**src/rtl/rds_syn_pkg.sv**
```systemverilog
package rds_syn_pkg;

  localparam int SYN_W = 10;
  // generator x^10+x^8+x^7+x^5+x^4+x^3+1
  localparam logic [SYN_W:0] GEN_POLY = 11'b101_1011_1001;

  typedef logic [SYN_W-1:0] syn_t;

  typedef enum logic [2:0] {
    CODE_CP   = 3'b000,
    CODE_B    = 3'b001,
    CODE_A    = 3'b010,
    CODE_D    = 3'b011,
    CODE_C    = 3'b100,
    CODE_E    = 3'b101,
    CODE_NONE = 3'b111
  } blk_code_e;

  // multiply by x modulo the generator
  function automatic syn_t mul_x(syn_t s);
    syn_t t;
    t = {s[SYN_W-2:0], 1'b0};
    if (s[SYN_W-1]) t = t ^ GEN_POLY[SYN_W-1:0];
    return t;
  endfunction

  // multiply by x^-1 modulo the generator
  function automatic syn_t div_x(syn_t s);
    logic [SYN_W:0] t;
    t = {1'b0, s};
    if (s[0]) t = t ^ GEN_POLY;
    return t[SYN_W:1];
  endfunction

  // x^-n modulo the generator
  function automatic syn_t inv_pow(int n);
    syn_t s;
    s = syn_t'(1);
    for (int i = 0; i < n; i++) s = div_x(s);
    return s;
  endfunction

  // returns {valid, code}
  function automatic logic [3:0] decode_syn(syn_t s, logic e_en);
    logic [3:0] r;
    case (s)
      10'b1111011000: r = {1'b1, CODE_A};
      10'b1111010100: r = {1'b1, CODE_B};
      10'b1001011100: r = {1'b1, CODE_C};
      10'b1111001100: r = {1'b1, CODE_CP};
      10'b1001011000: r = {1'b1, CODE_D};
      10'b0000000000: r = e_en ? {1'b1, CODE_E} : {1'b0, CODE_NONE};
      default:        r = {1'b0, CODE_NONE};
    endcase
    return r;
  endfunction

endpackage

```
**src/rtl/rds_bit_sync.sv**
```systemverilog
module rds_bit_sync #(
  parameter int STAGES = 2
) (
  input  logic clk,
  input  logic rst_n,
  input  logic async_in,
  output logic rise_o
);
  logic [STAGES:0] chain;

  always_ff @(posedge clk or negedge rst_n) begin
    if (!rst_n) chain <= '0;
    else        chain <= {chain[STAGES-1:0], async_in};
  end

  assign rise_o = chain[STAGES-1] & ~chain[STAGES];
endmodule

```
**src/rtl/rds_seq.sv**
```systemverilog
module rds_seq #(
  parameter int WIN_W = 26
) (
  input  logic clk,
  input  logic rst_n,
  input  logic start,
  output logic step_shift,
  output logic step_rot,
  output logic step_end,
  output logic overrun
);
  localparam int CW = $clog2(WIN_W + 2);
  localparam logic [CW-1:0] LAST = CW'(WIN_W + 1);

  logic          busy;
  logic [CW-1:0] cnt;

  assign step_shift = start & ~busy;
  assign step_rot   = busy & (cnt != LAST);
  assign step_end   = busy & (cnt == LAST);

  always_ff @(posedge clk or negedge rst_n) begin
    if (!rst_n) begin
      busy <= 1'b0;
      cnt  <= '0;
    end else if (step_shift) begin
      busy <= 1'b1;
      cnt  <= CW'(1);
    end else if (busy) begin
      if (cnt == LAST) begin
        busy <= 1'b0;
        cnt  <= '0;
      end else begin
        cnt <= cnt + CW'(1);
      end
    end
  end

  always_ff @(posedge clk or negedge rst_n) begin
    if (!rst_n)             overrun <= 1'b0;
    else if (start && busy) overrun <= 1'b1;
  end


  overrun_set_chk: assert property (@(posedge clk) disable iff (!rst_n)
    (start && busy) |=> overrun);

  overrun_sticky_chk: assert property (@(posedge clk) disable iff (!rst_n)
    overrun |=> overrun);

  end_then_idle_chk: assert property (@(posedge clk) disable iff (!rst_n)
    step_end |=> !busy);

  shift_then_rotate_chk: assert property (@(posedge clk) disable iff (!rst_n)
    step_shift |=> step_rot);
endmodule

```
**src/rtl/rds_win_div.sv**
```systemverilog
module rds_win_div
  import rds_syn_pkg::*;
#(
  parameter int WIN_W = 26
) (
  input  logic clk,
  input  logic rst_n,
  input  logic step_shift,
  input  logic step_rot,
  input  logic freeze,
  input  logic bit_in,
  output syn_t syn
);
  localparam syn_t ROT_K = inv_pow(WIN_W - SYN_W);

  logic [WIN_W-1:0] win;
  logic             top_bit;

  assign top_bit = win[WIN_W-1];

  always_ff @(posedge clk or negedge rst_n) begin
    if (!rst_n) begin
      win <= '0;
      syn <= '0;
    end else if (step_shift) begin
      if (!freeze) win <= {win[WIN_W-2:0], bit_in};
      syn <= '0;
    end else if (step_rot) begin
      win <= {win[WIN_W-2:0], top_bit};
      syn <= mul_x(syn) ^ (top_bit ? ROT_K : '0);
    end
  end


  freeze_hold_chk: assert property (@(posedge clk) disable iff (!rst_n)
    (step_shift && freeze) |=> (win == $past(win)));

  divider_clear_chk: assert property (@(posedge clk) disable iff (!rst_n)
    step_shift |=> (syn == '0));
endmodule

```
**src/rtl/rds_syndrome_check.sv**
```systemverilog
module rds_syndrome_check #(
  parameter int WIN_W       = 26,
  parameter int SYNC_STAGES = 2
) (
  input  logic       clk,
  input  logic       rst_n,
  input  logic       bit_clk,
  input  logic       bit_in,
  input  logic       ecc_mode,
  input  logic       e_enable,
  output logic [2:0] blk_code,
  output logic       syn_valid,
  output logic       syn_irq,
  output logic       overrun
);
  import rds_syn_pkg::*;

  logic       bit_rise;
  logic       step_shift;
  logic       step_rot;
  logic       step_end;
  syn_t       syn;
  logic [3:0] dec;

  rds_bit_sync #(.STAGES(SYNC_STAGES)) u_sync (
    .clk      (clk),
    .rst_n    (rst_n),
    .async_in (bit_clk),
    .rise_o   (bit_rise)
  );

  rds_seq #(.WIN_W(WIN_W)) u_seq (
    .clk        (clk),
    .rst_n      (rst_n),
    .start      (bit_rise),
    .step_shift (step_shift),
    .step_rot   (step_rot),
    .step_end   (step_end),
    .overrun    (overrun)
  );

  rds_win_div #(.WIN_W(WIN_W)) u_div (
    .clk        (clk),
    .rst_n      (rst_n),
    .step_shift (step_shift),
    .step_rot   (step_rot),
    .freeze     (ecc_mode),
    .bit_in     (bit_in),
    .syn        (syn)
  );

  assign dec = decode_syn(syn, e_enable);

  always_ff @(posedge clk or negedge rst_n) begin
    if (!rst_n) begin
      blk_code  <= CODE_NONE;
      syn_valid <= 1'b0;
      syn_irq   <= 1'b0;
    end else begin
      syn_irq <= step_end & dec[3];
      if (step_end) begin
        syn_valid <= dec[3];
        blk_code  <= dec[2:0];
      end
    end
  end


  irq_needs_valid_chk: assert property (@(posedge clk) disable iff (!rst_n)
    syn_irq |-> syn_valid);

  irq_single_chk: assert property (@(posedge clk) disable iff (!rst_n)
    syn_irq |=> !syn_irq);

  result_hold_chk: assert property (@(posedge clk) disable iff (!rst_n)
    !step_end |=> ($stable(blk_code) && $stable(syn_valid)));

  zero_no_e_chk: assert property (@(posedge clk) disable iff (!rst_n)
    (step_end && syn == '0 && !e_enable) |=> (!syn_valid && blk_code == 3'b111));

  invalid_code_chk: assert property (@(posedge clk) disable iff (!rst_n)
    !syn_valid |-> (blk_code == 3'b111));
endmodule

```
**config.mk**
```make
export PLATFORM = sky130hd
export DESIGN_NAME = rds_syndrome_check
export DESIGN_NICKNAME = d
export VERILOG_FILES = /design/src/rtl/rds_syn_pkg.sv /design/src/rtl/rds_bit_sync.sv /design/src/rtl/rds_seq.sv /design/src/rtl/rds_win_div.sv /design/src/rtl/rds_syndrome_check.sv
export SDC_FILE = /design/constraint.sdc
export NUM_CORES = 1
export LEC_CHECK = 0
export BUFFER_PORTS_ARGS = -buffer_cell sky130_fd_sc_hd__buf_4
export CORE_AREA = 2 2 68 70
export DETAILED_ROUTE_END_ITERATION = 8
export DIE_AREA = 0 0 70 72
export PLACE_DENSITY = 0.75
export SYNTH_ARGS = -nofsm -noshare
export SYNTH_HDL_FRONTEND = slang
export SYNTH_SLANG_ARGS = --single-unit
```
**constraint.sdc**
```tcl
create_clock -name clk -period 2 [get_ports clk]
set_clock_uncertainty 0.15 [all_clocks]
set_input_delay 0.5 -clock clk [delete_from_list [all_inputs] [get_ports clk]]
set_output_delay 0.5 -clock clk [all_outputs]
set_load 0.01 [all_outputs]
```
==> summary.md <==
| Metric | Value |
|---|---|
| Most frequent cell after synthesis | dfrtp_1 |
| GRT Util Overall | 0.1776 |
| Worst VDD drop | 652.6 uV |
| Sink Count | 51 |
| Worst Hold Class | in -> async |
| Combinational share of power | 0.368 |
| Synth top cells by count | dfrtp_1 (48), mux2_1 (24), nand2_1 (12) |
| Synth Instances | 174 |
| Clock Pin Slew Worst Setup and Hold Paths | 0.09 ns |
| Clk buf depth | 2 |
| Syn Area/Cell | 12.99 sq um |
| WP buf/inv | 0 |
| Clock network power share | 0.162 |
| Core Area | 4264 sq um |
| Slew HR | 0.5937 |
| Gr busiest metal | met2 |
| Overflow left after global routing | 0 |
| Data arrival, critical path | 2.07 ns |
| Top cells by area, synth | dfrtp_1 (53%), mux2_1 (12%), dfstp_2 (3.5%), a22o_1 (2.7%), xnor2_1 (2.3%) |
| Worst stage delay on the critical path | 0.55 ns |
| Pin count of the biggest net entering global routing | 52 |
| Number of flops mapped to enable cells by yosys | 0 |
| CTS tree | done |
| Final min period | 1.987 ns |
| Residual DRC | 0 |
| Vias in the first global route | 1539 |
| Htree depth | 2 |
| Endpoint class of the critical path | register |
| Ys flop type | dfrtp_1 |
| CP top delay family | simple AND/OR/NAND/NOR gates |
| Worst slew pin tran | 0.6095 ns |
| Status | complete, no violations |
| Critical Path Slowest Stage Cell | or4_4 |
| Register share of total power | 0.469 |
| RSZ-0062 raised after global routing | yes |
| Synth Warn # | 0 |
| Port bufs | 11 |
| # setup viols final | 0 |
| Design area | 2552 sq um |
| P per Cell Area | 1397 nW/um^2 |
| GPL Wtd Cong | 0.8050 |
| # rows | 24 |
| First drt pass iteration count | 4 |
| Worst-Skew Late Latency | 0.30 ns |
| Placed Area | 2446 sq um |
| Netlist Area Pre-Place | 2260 sq um |
| Nets | 199 |
| Avg WL per Cell | 16.40 microns |
| Diode count | 0 |
| MaxCap Viol Count | 0 |
| Final HPWL DP | 2.982 mm |
| Final worst path period share | 0.9937 |
| Via count | 1444 |
| Fmax achieved | 503.2 MHz |
| Sw Pwr | 1.269 mW |
| Top Ports | 12 |
| Area Growth Syn to Fin | 12.96% |
| Die Y | 72 microns |
| CP Class | reg -> reg |
| Yosys cell types | 45 |
| Max Slew Vio Count | 0 |
| Yosys top cell area share | 0.5316 |
| Critical path peak fanout | 3 |
| Largest area contributor in the netlist | dfrtp_1 |
| Die X | 70 microns |
| Total CTS buffers | 5 |
| Hold Fails Final Rpt | 0 |
| GR Layer Usage met2 | 0.3185 |
| Async S/R FF share, synth | 1.000 |
| Starting Density | 0.5299 |
| Int Power | 2.297 mW |
| Pleak | 1.197 nW |
| Met1 track demand over resource | 0.2048 |
| Via density | 5.894 |
| First-pass GRT wire length | 7.044 mm |
| Post-Syn Nets | 181 |
| CP cell instances | or4_4, nor4_4, a211oi_2, o32a_1 |
| Met3 Use GR | 0.04444 |
| Worst path required time | 2.08 ns |
| Sw Share | 0.3559 |
| Synth Register Bits | 51 |
| Startpoint types | register |
| Detail Route Antenna Nets | 0 |
| Post-Route Utilization | 0.5986 |
| DIE AREA | 5040 sq um |
| DR iter-0 viols | 107 |
| Routed wire length | 4.018 mm |
| Register area share after synthesis | 0.5664 |
| Hold Buf Count CTS | 0 |
| Layout cells sized above 1 | 0.2228 |
| Initial antenna violation count | 0 |
| CTS Root Cell | clkbuf_8 |
cell families after synthesis:
kind of cell,count (synthesis),synth area share
xor gates and xnor gates,11,0.04263
muxes,26,0.1290
and+or+nand+nor,35,0.1091
adders and majority gates,1,0.005536
DFF,51,0.5664
AOI/OAI and AO/OA,37,0.1240
buffers and inverters,13,0.02326
worst reg2reg max path: stages (launching register included):
cell      delay (ns)
dfrtp_1         0.42
or4_4           0.55
nor4_4          0.32
a211oi_2        0.11
o32a_1          0.37
area by class of cell:
class | count | area, sq um
Clock inverter | 3 | 25.02
Fill cell | 324 | 1712
Sequential cell | 51 | 1281
Timing Repair Buffer | 21 | 170.2
Inverter | 3 | 11.26
Clock buffer | 5 | 68.82
Multi-Input combinational cell | 110 | 930.9
Tap cell | 52 | 65.06
cells in the final DEF (no fill, tap or decap), drive strengths merged, types with 2 or more instances in the layout:
master   n
clkbuf   5
buf     21
o21ai    9
a32o     3
dfrtp   48
clkinv   2
xor2     5
nor2     2
and2     2
a21o     2
nand2   12
inv      3
a22o     7
nor4     3
nor3     2
dfstp    3
nand3    2
nor2b    3
or4      2
xnor2    6
mux2    25
a211oi   2
a21oi    4
through the flow:
step	power, mW	setup WS (ns)	setup TNS [ns]	std cells	hold slack, ns
floorplan	2.573	0.01479	0	174	0.05441
global placement	2.870	0.1117	0	236	0.1822
detailed placement	2.989	-0.0008762	-0.0008762	236	0.1864
CTS	3.600	0.001565	0	245	0.07264
global route	3.819	-0.03670	-0.03670	245	0.1024
finish	3.566	0.01259	0	245	0.05430
sequential cells by signal (all words and copies together) (netlist names):
signal,cells
u_div.win,26
u_div.syn,10
u_sync.chain,3
u_seq.busy,1
u_seq.overrun,1
syn_irq,1
u_seq.cnt,5
syn_valid,1
blk_code,3
path summary, 6_finish.rpt:
| path | start | to | slack, ns | cells past startpoint |
|---|---|---|---|---|
| setup reg to reg | u_div.syn[8] | blk_code[1] | 0.01 | 4 |
| setup / recovery | u_div.syn[8] | blk_code[1] | 0.01 | 4 |
| min in group clk | bit_clk | u_sync.chain[0] | 0.16 | 1 |
| max in group asynchronous | rst_n | u_div.syn[3] | 1.22 | 1 |
| hold reg to reg | u_sync.chain[0] | u_sync.chain[1] | 0.21 | 0 |
| hold / removal | rst_n | u_seq.cnt[4] | 0.05 | 1 |
metal layers:
metal	wire [microns]	part of all wire
met3	143	0.036
met5	0	0
met1	1621	0.40
met4	99	0.025
met2	2154	0.54
power groups by stage:
stage          Sequential, mW  Clock [mW]  Combinational, mW
4_1_cts                  1.67       0.608               1.32
3_3_place_gp             1.65           0               1.22
3_5_place_dp             1.69           0               1.30
5_1_grt                  1.73       0.662               1.43
6_report                 1.67       0.579               1.31
2_1_floorplan            1.56           0               1.01
what timing repair did:
| action | 4_1_cts | 5_1_grt |
|---|---|---|
| buffers inserted | 1 | 0 |
| setup endpoints to repair | 1 | 6 |
| gates resized for setup | 0 | 2 |
| pin swaps | 1 | 1 |
| hold endpoints to repair | 0 | 0 |
No activity file was read; power rests on OpenSTA's default activity.
